===== config.mk =====
export PLATFORM = sky130hd
export DESIGN_NAME = spec_load_guard
export DESIGN_NICKNAME = d
export VERILOG_FILES = /design/src/rtl/slg_pkg.sv /design/src/rtl/slg_slot.sv /design/src/rtl/slg_alloc.sv /design/src/rtl/slg_verdict.sv /design/src/rtl/spec_load_guard.sv
export SDC_FILE = /design/constraint.sdc
export NUM_CORES = 2
export LEC_CHECK = 0
export BUFFER_PORTS_ARGS = -buffer_cell sky130_fd_sc_hd__buf_4
export CAP_MARGIN = 20
export CELL_PAD_IN_SITES_DETAIL_PLACEMENT = 0
export CELL_PAD_IN_SITES_GLOBAL_PLACEMENT = 2
export CORE_UTILIZATION = 41
export DETAILED_ROUTE_END_ITERATION = 10
export PLACE_DENSITY_LB_ADDON = 0.1
export SLEW_MARGIN = 10
export SYNTH_ARGS = -nofsm -noshare
export SYNTH_HDL_FRONTEND = slang
export SYNTH_SLANG_ARGS = --single-unit

===== constraint.sdc =====
create_clock -name clk -period 6.05 [get_ports clk]
set_input_delay 0.9075 -clock clk [delete_from_list [all_inputs] [get_ports clk]]
set_output_delay 0.9075 -clock clk [all_outputs]
set_load 0.01 [all_outputs]

===== src/rtl/slg_pkg.sv =====
package slg_pkg;

    // Access size code: number of bytes is 2**code
    typedef enum logic [1:0] {
        SZ_B1 = 2'd0,
        SZ_B2 = 2'd1,
        SZ_B4 = 2'd2,
        SZ_B8 = 2'd3
    } acc_size_e;

    localparam int SIZE_W = 2;

    function automatic logic [3:0] span_bytes(acc_size_e s);
        return 4'd1 << s;
    endfunction

endpackage


===== src/rtl/slg_slot.sv =====
module slg_slot
    import slg_pkg::*;
#(
    parameter int TAG_W  = 7,
    parameter int ADDR_W = 32
) (
    input  logic              clk,
    input  logic              rst,
    input  logic              wr_en,
    input  logic [TAG_W-1:0]  wr_tag,
    input  logic [ADDR_W-1:0] wr_addr,
    input  acc_size_e         wr_size,
    input  logic              kill,
    input  logic              st_valid,
    input  logic [ADDR_W-1:0] st_addr,
    input  acc_size_e         st_size,
    input  logic [TAG_W-1:0]  ins_tag,
    input  logic [TAG_W-1:0]  chk_tag,
    output logic              occupied,
    output logic              ins_match,
    output logic              chk_match,
    output logic              st_hit
);
    localparam int EXT_W = ADDR_W + 1;

    typedef struct packed {
        logic              live;
        logic [TAG_W-1:0]  tag;
        logic [ADDR_W-1:0] base;
        acc_size_e         size;
    } slot_t;

    slot_t cur;

    function automatic logic [EXT_W-1:0] range_end(logic [ADDR_W-1:0] a, acc_size_e s);
        return {1'b0, a} + {{(EXT_W-4){1'b0}}, span_bytes(s)};
    endfunction

    logic [EXT_W-1:0] rec_lo, rec_hi, st_lo, st_hi;

    always_comb begin
        rec_lo = {1'b0, cur.base};
        rec_hi = range_end(cur.base, cur.size);
        st_lo  = {1'b0, st_addr};
        st_hi  = range_end(st_addr, st_size);
    end

    assign occupied  = cur.live;
    assign ins_match = cur.live && (cur.tag == ins_tag);
    assign chk_match = cur.live && (cur.tag == chk_tag);
    assign st_hit    = cur.live && st_valid && (rec_lo < st_hi) && (st_lo < rec_hi);

    always_ff @(posedge clk) begin
        if (rst) begin
            cur <= '{live: 1'b0, tag: '0, base: '0, size: SZ_B1};
        end else if (wr_en) begin
            // store of the same cycle is older: the new record survives
            cur <= '{live: 1'b1, tag: wr_tag, base: wr_addr, size: wr_size};
        end else if (st_hit || kill) begin
            cur.live <= 1'b0;
        end
    end

    a_r9_insert_survives: assert property (@(posedge clk) disable iff (rst)
        wr_en |=> occupied);

    a_r4_overlap_kills: assert property (@(posedge clk) disable iff (rst)
        (st_hit && !wr_en) |=> !occupied);

    a_r11_clear_frees: assert property (@(posedge clk) disable iff (rst)
        (kill && !wr_en) |=> !occupied);

endmodule


===== src/rtl/slg_alloc.sv =====
module slg_alloc #(
    parameter int ENTRIES = 16
) (
    input  logic               clk,
    input  logic               rst,
    input  logic               ins_valid,
    input  logic [ENTRIES-1:0] occ_vec,
    input  logic [ENTRIES-1:0] tag_hit_vec,
    output logic [ENTRIES-1:0] wr_vec
);
    localparam int IDX_W = (ENTRIES > 1) ? $clog2(ENTRIES) : 1;
    localparam logic [IDX_W-1:0] LAST = IDX_W'(ENTRIES - 1);

    logic [IDX_W-1:0]   rr_ptr;
    logic [ENTRIES-1:0] free_vec, first_free, victim;
    logic               any_hit, full, evict;

    always_comb begin
        free_vec   = ~occ_vec;
        first_free = free_vec & (~free_vec + ENTRIES'(1));
        victim     = ENTRIES'(1) << rr_ptr;
        any_hit    = |tag_hit_vec;
        full       = &occ_vec;
        evict      = ins_valid && !any_hit && full;
        if (!ins_valid)   wr_vec = '0;
        else if (any_hit) wr_vec = tag_hit_vec;
        else if (!full)   wr_vec = first_free;
        else              wr_vec = victim;
    end

    always_ff @(posedge clk) begin
        if (rst)        rr_ptr <= '0;
        else if (evict) rr_ptr <= (rr_ptr == LAST) ? '0 : rr_ptr + 1'b1;
    end

    a_r7_one_target: assert property (@(posedge clk) disable iff (rst)
        ins_valid |-> $countones(wr_vec) == 1);

    a_r8_pointer_steps: assert property (@(posedge clk) disable iff (rst)
        evict |=> rr_ptr != $past(rr_ptr));

    a_r8_pointer_holds: assert property (@(posedge clk) disable iff (rst)
        !evict |=> $stable(rr_ptr));

endmodule


===== src/rtl/slg_verdict.sv =====
module slg_verdict #(
    parameter int ENTRIES = 16
) (
    input  logic               clk,
    input  logic               rst,
    input  logic               chk_valid,
    input  logic               chk_clear,
    input  logic [ENTRIES-1:0] chk_match_vec,
    input  logic [ENTRIES-1:0] st_hit_vec,
    output logic [ENTRIES-1:0] kill_vec,
    output logic               chk_done,
    output logic               chk_ok
);
    logic alive_now;

    // a store in the same cycle is older than the check
    assign alive_now = |(chk_match_vec & ~st_hit_vec);
    assign kill_vec  = (chk_valid && chk_clear) ? chk_match_vec : '0;

    always_ff @(posedge clk) begin
        if (rst) begin
            chk_done <= 1'b0;
            chk_ok   <= 1'b0;
        end else begin
            chk_done <= chk_valid;
            chk_ok   <= chk_valid && alive_now;
        end
    end

    a_r12_done_follows: assert property (@(posedge clk) disable iff (rst)
        chk_valid |=> chk_done);

    a_r12_ok_quiet: assert property (@(posedge clk) disable iff (rst)
        !chk_done |-> !chk_ok);

    a_r10_store_first: assert property (@(posedge clk) disable iff (rst)
        (chk_valid && |(chk_match_vec & st_hit_vec)) |=> !chk_ok);

    a_r3_absent_fails: assert property (@(posedge clk) disable iff (rst)
        (chk_valid && !(|chk_match_vec)) |=> !chk_ok);

endmodule


===== src/rtl/spec_load_guard.sv =====
module spec_load_guard
    import slg_pkg::*;
#(
    parameter int ENTRIES = 16,
    parameter int TAG_W   = 7,
    parameter int ADDR_W  = 32
) (
    input  logic              clk,
    input  logic              rst,
    input  logic              ld_valid,
    input  logic [TAG_W-1:0]  ld_tag,
    input  logic [ADDR_W-1:0] ld_addr,
    input  logic [1:0]        ld_size,
    input  logic              st_valid,
    input  logic [ADDR_W-1:0] st_addr,
    input  logic [1:0]        st_size,
    input  logic              ck_valid,
    input  logic [TAG_W-1:0]  ck_tag,
    input  logic              ck_clear,
    output logic              ck_done,
    output logic              ck_ok
);
    logic [ENTRIES-1:0] occ_vec, ins_hit_vec, chk_hit_vec, st_hit_vec;
    logic [ENTRIES-1:0] wr_vec, kill_vec;
    acc_size_e          ld_sz, st_sz;

    assign ld_sz = acc_size_e'(ld_size);
    assign st_sz = acc_size_e'(st_size);

    for (genvar i = 0; i < ENTRIES; i++) begin : g_slot
        slg_slot #(.TAG_W(TAG_W), .ADDR_W(ADDR_W)) slot_i (
            .clk      (clk),
            .rst      (rst),
            .wr_en    (wr_vec[i]),
            .wr_tag   (ld_tag),
            .wr_addr  (ld_addr),
            .wr_size  (ld_sz),
            .kill     (kill_vec[i]),
            .st_valid (st_valid),
            .st_addr  (st_addr),
            .st_size  (st_sz),
            .ins_tag  (ld_tag),
            .chk_tag  (ck_tag),
            .occupied (occ_vec[i]),
            .ins_match(ins_hit_vec[i]),
            .chk_match(chk_hit_vec[i]),
            .st_hit   (st_hit_vec[i])
        );
    end

    slg_alloc #(.ENTRIES(ENTRIES)) alloc_i (
        .clk        (clk),
        .rst        (rst),
        .ins_valid  (ld_valid),
        .occ_vec    (occ_vec),
        .tag_hit_vec(ins_hit_vec),
        .wr_vec     (wr_vec)
    );

    slg_verdict #(.ENTRIES(ENTRIES)) verdict_i (
        .clk          (clk),
        .rst          (rst),
        .chk_valid    (ck_valid),
        .chk_clear    (ck_clear),
        .chk_match_vec(chk_hit_vec),
        .st_hit_vec   (st_hit_vec),
        .kill_vec     (kill_vec),
        .chk_done     (ck_done),
        .chk_ok       (ck_ok)
    );

    a_r6_unique_tag: assert property (@(posedge clk) disable iff (rst)
        $onehot0(ins_hit_vec));

    a_r6_unique_check: assert property (@(posedge clk) disable iff (rst)
        $onehot0(chk_hit_vec));

    a_r1_empty_after_reset: assert property (@(posedge clk)
        $past(rst) |-> occ_vec == '0);

endmodule


Yosys cells after proc, flatten, opt, wreduce, memory -nomap -nowiden
Index checks and enable logic that the tools add are counted.
- flip-flop bits (word level): 678
- shift-type cells: 18
- bitwise gates (word level): 5
- add/sub/neg operators: 19
- $lt $le $gt $ge: 32
- muxes and demuxes: 37
- eq/ne operators: 33
- reductions and logical operators: 120
- operators by type and width (cell ; count):
    < comparator 32 x 33 -> 1 bit ; 32
    adder 32 x 4 -> 33 bit ; 17
    equality test 7 bit ; 32
    logical AND 1 bit ; 84
    left shift 1 x 2 -> 4 bit, first input constant ; 17
    two-way mux 16 bit ; 4
    NOT 16 bit ; 3
    AND 16 bit ; 2
    two-way mux 1 bit ; 32
    nonzero test 2 bit ; 16
    OR reduction 16 bit ; 2
    adder 16 x 1 -> 16 bit, second input constant ; 1
    logical OR 1 bit ; 16
    AND reduction 16 bit ; 1
    left shift 1 x 4 -> 16 bit, first input constant ; 1
    adder 4 x 1 -> 4 bit, second input constant ; 1
    equality test 4 bit, second input constant ; 1
    two-way mux 4 bit ; 1
    logical NOT 1 bit ; 1

Longest topological paths before layout
- word-level depth: 9
- mapped depth: 23
- depth with buffers taken out: 22

By module
Synthesis repeated with hierarchy kept, for this count alone.
- cell total of the unflattened synthesis: 8401
- area total of the unflattened synthesis: 70617.7 um^2
- modules (own cells, without submodules) (module ; instances ; cells an instance ; area each (um^2) ; seq. area each (um^2)):
    slg_slot (g_slot[14].slot_i ...) ; 7 ; 513 ; 4354.2 ; 840.8
    slg_slot (g_slot[0].slot_i ...) ; 6 ; 515 ; 4311.6 ; 840.8
    slg_slot (g_slot[3].slot_i) ; 1 ; 523 ; 4404.2 ; 840.8
    slg_slot (g_slot[9].slot_i) ; 1 ; 515 ; 4346.7 ; 840.8
    slg_slot (g_slot[13].slot_i) ; 1 ; 504 ; 4281.6 ; 840.8
    slg_alloc ; 1 ; 133 ; 925.9 ; 80.1
    slg_verdict ; 1 ; 45 ; 310.3 ; 40.0

Worst setup path before layout
OpenSTA, ideal clock, no wires.
- path kind: input to register
- start: input port st_size[1]
- end: register verdict_i.chk_ok
- path slack: 660 ps
- arrival time: 5250 ps
- cell stages on the path: 19
- required time: 5910 ps
- buffers on the path: 1
- cell sequence: nor2_1 ha_1 fa_1 a211o_1 and4_1 buf_2 and3_1 nand2_1 xor2_1 ha_1 a21oi_1 nor2b_1 o21ai_0 o211ai_1 a211o_1 a311o_1 a221o_1 a2111oi_0 a311oi_1
- cells in the longest elaborated chain, start to end: 9
- elaborated cells between the ends (all ways): 54
- those cells by class: add/sub: 1; order compare: 16; shift: 1; bitwise: 2; reduce/logical: 34
- RTL lines (element ; line ; text):
    start, declared ; spec_load_guard.sv:16 ; input logic [1:0] st_size,
    left shift 1 x 2 -> 4 bit (*) ; slg_pkg.sv:14 ; return 4'd1 << s;
    adder 32 x 4 -> 33 bit (*) ; slg_slot.sv:36 ; return {1'b0, a} + {{(EXT_W-4){1'b0}}, span_bytes(s)};
    < comparator 32 x 33 -> 1 bit ; slg_slot.sv:51 ; assign st_hit = cur.live && st_valid && (rec_lo < st_hi) && (st_lo < rec_hi);
    logical AND 1 bit (2 in series) ; slg_slot.sv:51 ;
    NOT 16 bit (*) ; slg_verdict.sv:17 ; assign alive_now = |(chk_match_vec & ~st_hit_vec);
    AND 16 bit (*) ; slg_verdict.sv:17 ;
    OR reduction 16 bit (*) ; slg_verdict.sv:17 ;
    logical AND 1 bit (*) ; slg_verdict.sv:26 ; chk_ok <= chk_valid && alive_now;
    end signal, assigned ; slg_verdict.sv:26 ;
    end, declared ; slg_verdict.sv:12 ; output logic chk_ok
Every way passes the cells marked *; elsewhere a longest branch is shown, timed or not.
A chain may end at the register's enable or synchronous reset.

Worst setup path in the final report
- start: register g_slot[3].slot_i.cur[1] (netlist bit)
- end: register verdict_i.chk_ok
- cells in the longest elaborated chain, start to end: 8
- RTL lines (element ; line ; text):
    start, declared ; slg_slot.sv:33 ; slot_t cur;
    start signal, assigned ; slg_slot.sv:55 ; cur <= '{live: 1'b0, tag: '0, base: '0, size: SZ_B1};
    start signal, assigned ; slg_slot.sv:58 ; cur <= '{live: 1'b1, tag: wr_tag, base: wr_addr, size: wr_size};
    left shift 1 x 2 -> 4 bit ; slg_pkg.sv:14 ;
    adder 32 x 4 -> 33 bit ; slg_slot.sv:36 ;
    < comparator 32 x 33 -> 1 bit ; slg_slot.sv:51 ;
    logical AND 1 bit ; slg_slot.sv:51 ;
    NOT 16 bit ; slg_verdict.sv:17 ;
    AND 16 bit ; slg_verdict.sv:17 ;
    OR reduction 16 bit ; slg_verdict.sv:17 ;
    logical AND 1 bit ; slg_verdict.sv:26 ;
No other way between the ends.

==> results.py <==
metrics = {
    "setup_path": {
        "r2r_slack_ps": 270,
        "critPathMaxStageDelay_ps": 460,
        "arrival_ps": 6380,
        "cp_common_cell": "buf_4",
        "reg2regPathDepth": 26,
        "end_kind": "flip-flop",
        "crit_path_start_kind": "flip-flop",
        "slowest_stage": "a2111oi_0",
        "required_ps": 6650,
        "rr_startpoint": "g_slot[3].slot_i.cur[1]",
        "crit_path_max_fanout": 5,
        "crit_type": "flip-flop to flip-flop",
        "timing.rr.end": "verdict_i.chk_ok",
    },
    "synth": {
        "synth-adder-area-share_pct": 22.7,
        "avgSynthCellArea_um2": 8.61,
        "synthXorXnorAreaFrac_pct": 10.7,
        "synth_edf_count": 0,
        "synth_area_um2": 60100,
        "synth_warnings": 0,
        "synth-simple-area-share_pct": 18.7,
        "synth_cell_types": 78,
        "async_reset_ff_share_pct": 0,
        "syn_inst": 6987,
        "syn_nets": 8158,
        "yosys-mux-area-fraction_pct": 10.9,
        "synth_flop_cell": "dfxtp_1",
        "yosysSeqAreaShare_pct": 22.6,
        "synth_compound_area_share_pct": 11.6,
        "synth_top_family_by_area": "adder cells",
        "synth-seq-cells": 678,
    },
    "finish": {
        "drive_above_1_share_pct": 7.50,
        "fin_cells": 9137,
        "multi_input_area_um2": 45300,
        "utilization_pct": 46.4,
        "syn_to_final_growth_pct": 12.4,
        "final_area_um2": 67600,
        "fillers": 14300,
        "fin_nets": 8310,
        "seqCellArea_um2": 13600,
    },
    "placed_design": {
        "dp_slack_ps": -187,
        "gp_congestion": 0.917,
        "placed_area_um2": 64300,
        "portBuffers": 89,
        "dp.cells": 8960,
        "hpwl_um": 174000,
    },
    "global_route": {
        "track_usage_pct": 30.4,
        "grt_pass1_vias": 48100,
        "grt_pass1_wl_um": 336000,
        "grt_overflow_total": 0,
        "grt_max_degree": 176,
        "antenna_found_initial": 3,
    },
    "route": {
        "dr.pass1.iters": 8,
        "ant_nets": 0,
        "drc": 2,
        "wl_per_cell_um": 25.1,
        "drt_iter0_markers": 4107,
        "viasPerCell": 5.74,
        "routed_wl_um": 229000,
        "num_vias": 52400,
    },
    "timing": {
        "tightest_slew_ps": 1200,
        "maxSlewViolCount": 0,
        "fin_crit_sh_pct": 95.6,
        "fmax_mhz": 173,
        "setup_viol_count_final": 0,
        "finalHoldViolations": 0,
        "tns_ps": 0,
        "fin_skew_ps": 49.4,
        "rsz0062_at_grt": "false",
        "fin_ws_ps": 268,
        "min_period_ps": 5780,
        "max_slew_margin_pct": 19.1,
        "hold_slack_ps": 526,
    },
    "power_and_ir_drop": {
        "worst_ir_drop_vdd_v": 0.000209,
        "power_density_nw_per_um2": 181,
        "power_mw": 12.2,
        "leakage_nw": 30.8,
    },
    "run_status": {
        "status": "complete, but fails checks",
        "violations": "DRC",
    },
    "cts": {
        "cts_hold_buf": 0,
        "cts_buffer_depth": 3,
        "cts_tree": "yes",
        "root_buffer": "clkbuf_16",
        "htree_levels": 3,
        "clk_pin_slew_ps": 70,
        "cts.sinks": 678,
        "clock_latency_ps": 750,
        "cts_buffers": 93,
    },
    "min_path": {
        "worstHoldStart": "g_slot[0].slot_i.cur[2]",
        "hold_class": "flip-flop to flip-flop",
        "hold_depth": 2,
        "min_to": "g_slot[0].slot_i.cur[2]",
    },
    "floorplanning": {
        "die_area_um2": 148000,
        "coreArea_um2": 146000,
        "start_util_pct": 41.3,
        "chipWidth_um": 385,
        "rows": 140,
        "die_y_um": 385,
        "io_pins": 90,
    },
    "job": {
        "max-cap-violations": 0,
    },
}
==> layout by cell type (no fill, tap or decap), types with 17 or more instances in the layout <==
cell type  netlist  final
a21o_1         162    162
o21a_1          36     32
o21ai_0        191    190
nor2b_1         74     73
and2_1          47     47
xor2_2           0     18
buf_12           0     20
dfxtp_1        678    678
nand2b_1        45     45
clkbuf_8         0     21
o21bai_1        20     19
nand2_1        395    395
a2111oi_0       28     25
nor4_1          41     41
nor3_1          53     52
xnor2_1        355    344
clkbuf_1       163     20
nand4_1        266    266
buf_4           18    286
o211ai_1        44     44
inv_1          132    132
nor2_1         970    970
and3_1          97     97
a31oi_1         31     31
clkbuf_16        0     93
fa_1            17     17
and4_1          75     75
mux2i_1        657    657
a211oi_1        59     59
a21oi_1        369    369
ha_1          1066   1066
xor2_1         378    360
nand3_1        227    227
==> report_power, final <==
part           internal [mW]  switching, mW
logic                  0.627           1.15
clock network           3.49           2.42
registers               4.50         0.0569
total                   8.62           3.62
==> worst max path at each step <==
stage / from / to / slack (ps) / cells after the start
2_1_floorplan: st_size[1] / verdict_i.chk_ok / 660 / 19
3_3_place_gp: st_size[0] / verdict_i.chk_ok / -200 / 20
3_5_place_dp: st_size[0] / verdict_i.chk_ok / -190 / 20
4_1_cts: g_slot[3].slot_i.cur[1] / verdict_i.chk_ok / 280 / 26
5_1_grt: g_slot[3].slot_i.cur[1] / verdict_i.chk_ok / 4 / 26
6_report: g_slot[3].slot_i.cur[1] / verdict_i.chk_ok / 270 / 26
==> layout make-up <==
type                    count  share of cell area [%]
diodes                      4                  0.0148
clock inverters            38                   0.768
flip-flops and latches    678                    20.1
multi-input cells        5925                    67.1
inverters                 132                   0.733
clock buffers             134                    3.98
repair buffers            309                    3.81
well taps                1917                    3.55
==> metal layers <==
| metal | GRT usage, % | wire (µm) |
|---|---|---|
| met3 | 3.92 | 12900 |
| met4 | 7.09 | 5530 |
| met5 | 0 | 0 |
| met2 | 43.0 | 90800 |
| met1 | 47.5 | 120000 |
==> repair_timing <==
item / in CTS / in global routing
endpoints found under the setup margin: 0 / 1
resized for setup: 0 / 8
setup buffers: 0 / 0
==> worst max-delay path, delay by kind of cell, from the launching register on <==
kind / cells / cell delay, ps
and+or+nand+nor: 7 / 1650
AOI/OAI and AO/OA: 10 / 2020
buffers and inverters: 6 / 950
DFF: 1 / 380
xor gates and xnor gates: 1 / 170
adders and majority gates: 2 / 450
==> registers in the layout, summed over array words and instances, names as in the netlist <==
signal / count
alloc_i.rr_ptr: 4
g_slot.slot_i.occupied: 16
verdict_i.chk_done: 1
g_slot.slot_i.cur: 656
verdict_i.chk_ok: 1
==> cell families after synthesis <==
group / Yosys count
and+or+nand+nor: 2358
xor gates and xnor gates: 733
AOI/OAI and AO/OA: 1094
adders and majority gates: 1083
buffers and inverters: 384
DFF: 678
muxes: 657
==> synthesized netlist by cell type (7+ instances only) <==
cell | count | area [µm²]
nand3_1 | 227 | 1140
buf_8 | 7 | 105
nand4_1 | 266 | 1660
and2_1 | 47 | 294
nor2b_1 | 74 | 463
o22ai_1 | 10 | 62.6
inv_1 | 132 | 495
buf_4 | 18 | 135
a2111oi_0 | 28 | 245
a21oi_1 | 369 | 1850
mux2i_1 | 657 | 6580
nor4_1 | 41 | 257
and4_1 | 75 | 657
ha_1 | 1066 | 13300
a21o_1 | 162 | 1220
nor3b_1 | 11 | 82.6
dfxtp_1 | 678 | 13600
o2111ai_1 | 11 | 96.3
clkbuf_1 | 163 | 612
o21a_1 | 36 | 270
or2_2 | 12 | 75.1
a211o_1 | 12 | 105
o21ai_1 | 12 | 60.1
a41oi_1 | 11 | 96.3
fa_1 | 17 | 340
o21bai_1 | 20 | 150
xor2_1 | 378 | 3310
o221ai_1 | 8 | 70.1
a221oi_1 | 16 | 140
buf_2 | 57 | 285
nor3_1 | 53 | 265
o211ai_1 | 44 | 330
or3_1 | 11 | 68.8
a31oi_1 | 31 | 194
a211oi_1 | 59 | 443
and3_1 | 97 | 607
or4_1 | 12 | 90.1
nor2_1 | 970 | 3640
nand2_1 | 395 | 1480
nand2b_1 | 45 | 282
o21ai_0 | 191 | 956
xnor2_1 | 355 | 3110
No activity file was read; power rests on OpenSTA's default activity.
